==> config.mk <==
export PLATFORM = sky130hd
export DESIGN_NAME = frame_flip_pp
export DESIGN_NICKNAME = d
export VERILOG_FILES = /design/src/rtl/ffp_pkg.sv /design/src/rtl/ffp_bank.sv /design/src/rtl/ffp_ctrl.sv /design/src/rtl/frame_flip_pp.sv
export SDC_FILE = /design/constraint.sdc
export NUM_CORES = 1
export LEC_CHECK = 0
export BUFFER_PORTS_ARGS = -buffer_cell sky130_fd_sc_hd__buf_2
export CORE_MARGIN = 8
export CORE_UTILIZATION = 56
export CTS_CLUSTER_DIAMETER = 120
export CTS_CLUSTER_SIZE = 12
export DETAILED_ROUTE_END_ITERATION = 10
export PLACE_DENSITY = 0.81
export REMOVE_ABC_BUFFERS = 1
export SLEW_MARGIN = 20
export SYNTH_ARGS = -nofsm -noshare
export SYNTH_HDL_FRONTEND = slang
export SYNTH_HIERARCHICAL = 1
export SYNTH_SLANG_ARGS = --single-unit
==> constraint.sdc <==
create_clock -name clk -period 2.7 [get_ports clk]
set_input_delay 0.135 -clock clk [delete_from_list [all_inputs] [get_ports clk]]
set_output_delay 0.135 -clock clk [all_outputs]
set_load 0.02 [all_outputs]
==> src/rtl/ffp_pkg.sv <==
package ffp_pkg;

    typedef enum logic [1:0] {
        S_PASS = 2'd0,
        S_ARM  = 2'd1,
        S_FILL = 2'd2,
        S_FLIP = 2'd3
    } ffp_state_t;

endpackage

==> src/rtl/ffp_bank.sv <==
module ffp_bank #(
    parameter int PIX_W  = 8,
    parameter int DEPTH  = 12,
    parameter int ADDR_W = 4
) (
    input  logic              clk,
    input  logic              we,
    input  logic [ADDR_W-1:0] waddr,
    input  logic [PIX_W-1:0]  wdata,
    input  logic [ADDR_W-1:0] raddr,
    output logic [PIX_W-1:0]  rdata
);

    logic [PIX_W-1:0] mem [DEPTH];

    always_ff @(posedge clk) begin
        if (we) begin
            mem[waddr] <= wdata;
        end
    end

    assign rdata = mem[raddr];

endmodule

==> src/rtl/ffp_ctrl.sv <==
module ffp_ctrl
    import ffp_pkg::*;
#(
    parameter int N      = 12,
    parameter int ADDR_W = 4,
    parameter int CNT_W  = 4
) (
    input  logic              clk,
    input  logic              rst_n,
    input  logic              flip_en,
    input  logic              in_vld,
    input  logic              in_sof,
    output ffp_state_t        st,
    output logic              wr_en,
    output logic              wr_sel,
    output logic [ADDR_W-1:0] wr_addr,
    output logic [CNT_W-1:0]  wr_cnt,
    output logic              rd_on,
    output logic              rd_sel,
    output logic [ADDR_W-1:0] rd_addr
);

    ffp_state_t st_nx;
    logic       wbuf;
    logic       frame_go;
    logic       swap_now;

    assign frame_go = in_vld && in_sof;
    assign swap_now = frame_go && (st == S_FILL || st == S_FLIP);

    // next-state decision
    always_comb begin
        st_nx = st;
        unique case (st)
            S_PASS: if (flip_en) st_nx = S_ARM;
            S_ARM: begin
                if (!flip_en)      st_nx = S_PASS;
                else if (frame_go) st_nx = S_FILL;
            end
            S_FILL: begin
                if (!flip_en)      st_nx = S_PASS;
                else if (frame_go) st_nx = S_FLIP;
            end
            S_FLIP: if (!flip_en) st_nx = S_PASS;
        endcase
    end

    // state register
    always_ff @(posedge clk or negedge rst_n) begin
        if (!rst_n) st <= S_PASS;
        else        st <= st_nx;
    end

    // write side
    assign wr_sel  = swap_now ? ~wbuf : wbuf;
    assign wr_addr = in_sof ? '0 : wr_cnt[ADDR_W-1:0];

    always_comb begin
        wr_en = 1'b0;
        if (flip_en && in_vld && (in_sof || wr_cnt < CNT_W'(N))) begin
            unique case (st)
                S_PASS:         wr_en = 1'b0;
                S_ARM:          wr_en = in_sof;
                S_FILL, S_FLIP: wr_en = 1'b1;
            endcase
        end
    end

    always_ff @(posedge clk or negedge rst_n) begin
        if (!rst_n) begin
            wbuf   <= 1'b0;
            wr_cnt <= '0;
        end else if (!flip_en) begin
            wbuf   <= 1'b0;
            wr_cnt <= '0;
        end else begin
            wbuf <= wr_sel;
            if (wr_en) wr_cnt <= CNT_W'(wr_addr) + CNT_W'(1);
        end
    end

    // read side: reverse sweep of the store just completed
    always_ff @(posedge clk or negedge rst_n) begin
        if (!rst_n) begin
            rd_on   <= 1'b0;
            rd_sel  <= 1'b0;
            rd_addr <= '0;
        end else if (!flip_en) begin
            rd_on <= 1'b0;
        end else if (swap_now) begin
            rd_on   <= 1'b1;
            rd_sel  <= wbuf;
            rd_addr <= ADDR_W'(N - 1);
        end else if (rd_on) begin
            if (rd_addr == '0) rd_on   <= 1'b0;
            else               rd_addr <= rd_addr - ADDR_W'(1);
        end
    end

endmodule

==> src/rtl/frame_flip_pp.sv <==
module frame_flip_pp
    import ffp_pkg::*;
#(
    parameter int IMG_W = 4,
    parameter int IMG_H = 3,
    parameter int PIX_W = 8
) (
    input  logic             clk,
    input  logic             rst_n,
    input  logic             flip_en,
    input  logic             in_vld,
    input  logic             in_sof,
    input  logic [PIX_W-1:0] in_pix,
    output logic             out_vld,
    output logic             out_sof,
    output logic [PIX_W-1:0] out_pix,
    output logic             live_cut
);

    localparam int N      = IMG_W * IMG_H;
    localparam int ADDR_W = (N > 1) ? $clog2(N) : 1;
    localparam int CNT_W  = $clog2(N + 1);

    ffp_state_t        st;
    logic              wr_en, wr_sel, rd_on, rd_sel;
    logic [ADDR_W-1:0] wr_addr, rd_addr;
    logic [CNT_W-1:0]  wr_cnt;
    logic [PIX_W-1:0]  bank_q [2];
    logic [PIX_W-1:0]  rd_data;

    ffp_ctrl #(.N(N), .ADDR_W(ADDR_W), .CNT_W(CNT_W)) u_ctrl (
        .clk(clk), .rst_n(rst_n), .flip_en(flip_en),
        .in_vld(in_vld), .in_sof(in_sof), .st(st),
        .wr_en(wr_en), .wr_sel(wr_sel), .wr_addr(wr_addr), .wr_cnt(wr_cnt),
        .rd_on(rd_on), .rd_sel(rd_sel), .rd_addr(rd_addr)
    );

    for (genvar b = 0; b < 2; b++) begin : g_bank
        ffp_bank #(.PIX_W(PIX_W), .DEPTH(N), .ADDR_W(ADDR_W)) u_bank (
            .clk(clk),
            .we(wr_en && (wr_sel == b[0])),
            .waddr(wr_addr),
            .wdata(in_pix),
            .raddr(rd_addr),
            .rdata(bank_q[b])
        );
    end

    assign rd_data  = rd_sel ? bank_q[1] : bank_q[0];
    assign live_cut = (st != S_PASS);

    // output register
    always_ff @(posedge clk or negedge rst_n) begin
        if (!rst_n) begin
            out_vld <= 1'b0;
            out_sof <= 1'b0;
            out_pix <= '0;
        end else if (!flip_en) begin
            out_vld <= in_vld;
            out_sof <= in_sof && in_vld;
            out_pix <= in_pix;
        end else if (rd_on) begin
            out_vld <= 1'b1;
            out_sof <= (rd_addr == ADDR_W'(N - 1));
            out_pix <= rd_data;
        end else begin
            out_vld <= 1'b0;
            out_sof <= 1'b0;
            out_pix <= '0;
        end
    end

endmodule

==> run metrics <==
worst vdd ir between 0.4 and 0.5 mV; Synth Area in Simple Gates 5.10%; asr flop ratio synth between 10% and 20%; I/O Buffers 23; Mapped Cells ~470; # resized after CTS 0; status finished, final reports clean; slowest CP cell or3b_2; most used cell, CP nor2b_1; Synth Warn # 6; drt total wl roughly 17000 µm; vias 4499; DIE WIDTH 140 µm; CTS tree done; skew final between 0.007 and 0.008 ns; count of cell types in the netlist between 40 and 50; nets 542; Tmin final 2.42 ns; DRT iter0 DRCs 533; HPWL Detailed 10800 µm; most frequent cells in the layout edfxtp_1 (192), mux2i_1 (41), buf_4 (30); Worst Path Buf+Inv 1; # fillers 999; min-delay worst type input pin to flip-flop; mapped cell area 8640 µm²; row cnt 45; number of max-cap violations 0; initial antenna violation count 0; Leak Pwr 0.00329 µW; first-pass GRT wire length 26800 µm; WP data required 2.88 ns; Final Setup Violations 0; register area share after synthesis 73.4%; CP Launch Type flip-flop; H-tree Lvls 1; share of cells above drive strength 1 20.2%; most common flop cell mapped by yosys edfxtp_1; Synth Area in Compound Gates 5.10%; Ports 24; Max Slew Vio Count 0; Slew HR between 50% and 60%; GR Overflow Total 0; fin util around 64%; DRC viols 0; post-synthesis mux area share ~13%; GRT Total Usage 17.7%; Fin. Hold Viols 0; placer congestion estimate 0.928; syn_area_per_cell 18.5 µm²; clock-pin slew on the worst setup and hold paths around 0.06 ns; Total Power roughly 8000 µW; total clock sinks 215; max incr delay on CP 0.52 ns; TritonCTS Buffers 21; Cell Chain, Critical Path nor2b_1 -> a211oi_2 -> nor2b_1 -> or3b_2 -> nor3_1 -> buf_4; critical path fanouts, max 8; Max Buffers Root-to-Sink 3; Critical Path AT 2.60 ns; Top delay family on crit path simple AND/OR/NAND/NOR gates; Slew @ Worst Pin ~0.61 ns; crit end category flip-flop; final setup TNS 0 ns; crit share post-route between 80% and 90%; Pre-antenna DRT Iters 5; largest family of logic cells by synthesized area multiplexers; CP Class flip-flop to flip-flop; Worst-Skew Late Latency 0.48 ns; EDFF count, synth 192; most common cell after layout, fill and taps aside edfxtp_1; power per cell area 824 nW/µm²; Detail Route Antenna Nets 0; area delta synth->final 12.1%; vias per cell 6.18; initial core utilization 57.0%; hold_ws ~0.068 ns; Synth Register Bits 215; area share of fa/ha/maj cells after synthesis less than 1%; vias in the first global route around 4700; XOR/XNOR Fraction of Synth Area 0.101%; core area 15100 µm²; Avg WL per Cell 23.4 µm; die area 19700 µm²; antenna diode instance count 0; Root Buffer Master clkbuf_16; Die Y-Extent approximately 140 µm; f_max 414 MHz; RSZ-0062 raised after global routing false; largest net degree at the start of global routing 46
flip-flops by register name, summed over array words and instances, names as in the netlist:
register           cells
out_vld                1
u_ctrl/rd_sel          1
u_ctrl/rd_addr         4
u_ctrl/wbuf            1
g_bank.u_bank/mem    192
u_ctrl/rd_on           1
u_ctrl/wr_cnt          4
out_pix                8
out_sof                1
u_ctrl/st              2
per-stage QoR:
step	worst slack (ns)	area (µm²)	instances
4_1_cts	0.254	9680	728
5_1_grt	0.120	9680	728
3_3_place_gp	0.345	9080	689
2_1_floorplan	-1.01	8480	447
6_report	0.284	9680	728
3_5_place_dp	0.272	9080	689
where the power goes:
part,internal (µW),total [µW],switching [µW]
clock,1460,2540,1090
sequential,3670,3830,158
combinational,756,1610,859
metal layers:
metal | global-route usage, % | share of wire [%]
met1 | 25.6 | 44
met2 | 26.6 | 45
met3 | 2.45 | 7.9
met4 | 7.37 | 3.4
met5 | 0 | 0
cells in the mapped netlist (2+ instances only):
master	number	area, µm²
nand3b_1	7	52.6
a21oi_1	2	10.0
or3b_2	2	17.5
dfrtp_1	23	576
buf_6	5	56.3
buf_4	2	15.0
edfxtp_1	192	5770
buf_2	5	25.0
mux4_2	28	631
nand4b_1	2	17.5
inv_1	13	48.8
nor2b_1	9	56.3
o221ai_1	16	140
o22ai_1	10	62.6
mux2i_1	41	410
nand2b_1	7	43.8
a22oi_1	17	128
o21ai_1	2	10.0
clkbuf_1	2	7.51
nor3_1	7	35.0
buf_1	4	15.0
o21ai_0	2	10.0
nand3_1	4	20.0
nor2_1	22	82.6
ha_1	3	37.5
mux4_1	4	105
and2_1	2	12.5
or3_1	2	12.5
buf_12	2	40.0
nand2_1	12	45.0
logic make-up (layout without fill, tap and decap cells):
family,after synthesis,count (layout)
AO/OA/AOI/OAI,58,58
buffers and inverters,34,107
adder cells (fa/ha/maj),3,3
flip-flops,215,215
XOR/XNOR,1,1
AND/OR/NAND/NOR,82,82
multiplexers,74,74
worst register-to-register path: stages (launching register included):
cell      delay [ns]
dfrtp_1         0.43
nor2b_1         0.24
a211oi_2        0.31
nor2b_1         0.25
or3b_2          0.53
nor3_1          0.15
buf_4           0.21
timing repair:
| item | CTS | global route |
|---|---|---|
| endpoints found under the setup margin | 0 | 0 |
| hold buffers | 2 | 0 |
| buffers inserted | 0 | 0 |
| hold endpoints to repair | 25 | 0 |
area by class of cell:
class | count | area, µm² | share of cell area [%]
timing repair buffer | 56 | 380 | 3.93
clock buffer | 37 | 586 | 6.05
inverter | 14 | 52.6 | 0.543
tap | 188 | 235 | 2.43
sequential | 215 | 6340 | 65.5
multi-input combinational | 218 | 2080 | 21.5
worst paths after layout:
check	startpoint	to	slack [ns]	cells past startpoint
max	u_ctrl/wr_cnt[2]$_DFFE_PN0P_	g_bank[0].u_bank/mem[0][3]$_DFFE_PP_	0.28	6
min	in_sof	u_ctrl/wr_cnt[3]$_DFFE_PN0P_	0.07	2
max reg2reg	u_ctrl/wr_cnt[2]$_DFFE_PN0P_	g_bank[0].u_bank/mem[0][3]$_DFFE_PP_	0.28	6
min reg2reg	u_ctrl/wbuf$_DFF_PN0_	u_ctrl/rd_sel$_DFFE_PN0P_	0.51	1
max in group asynchronous	rst_n	u_ctrl/rd_addr[0]$_DFFE_PN0P_	2.13	2
min in group asynchronous	rst_n	u_ctrl/st[0]$_DFFE_PN0P_	0.17	2
(Power assumes the default switching activity.)
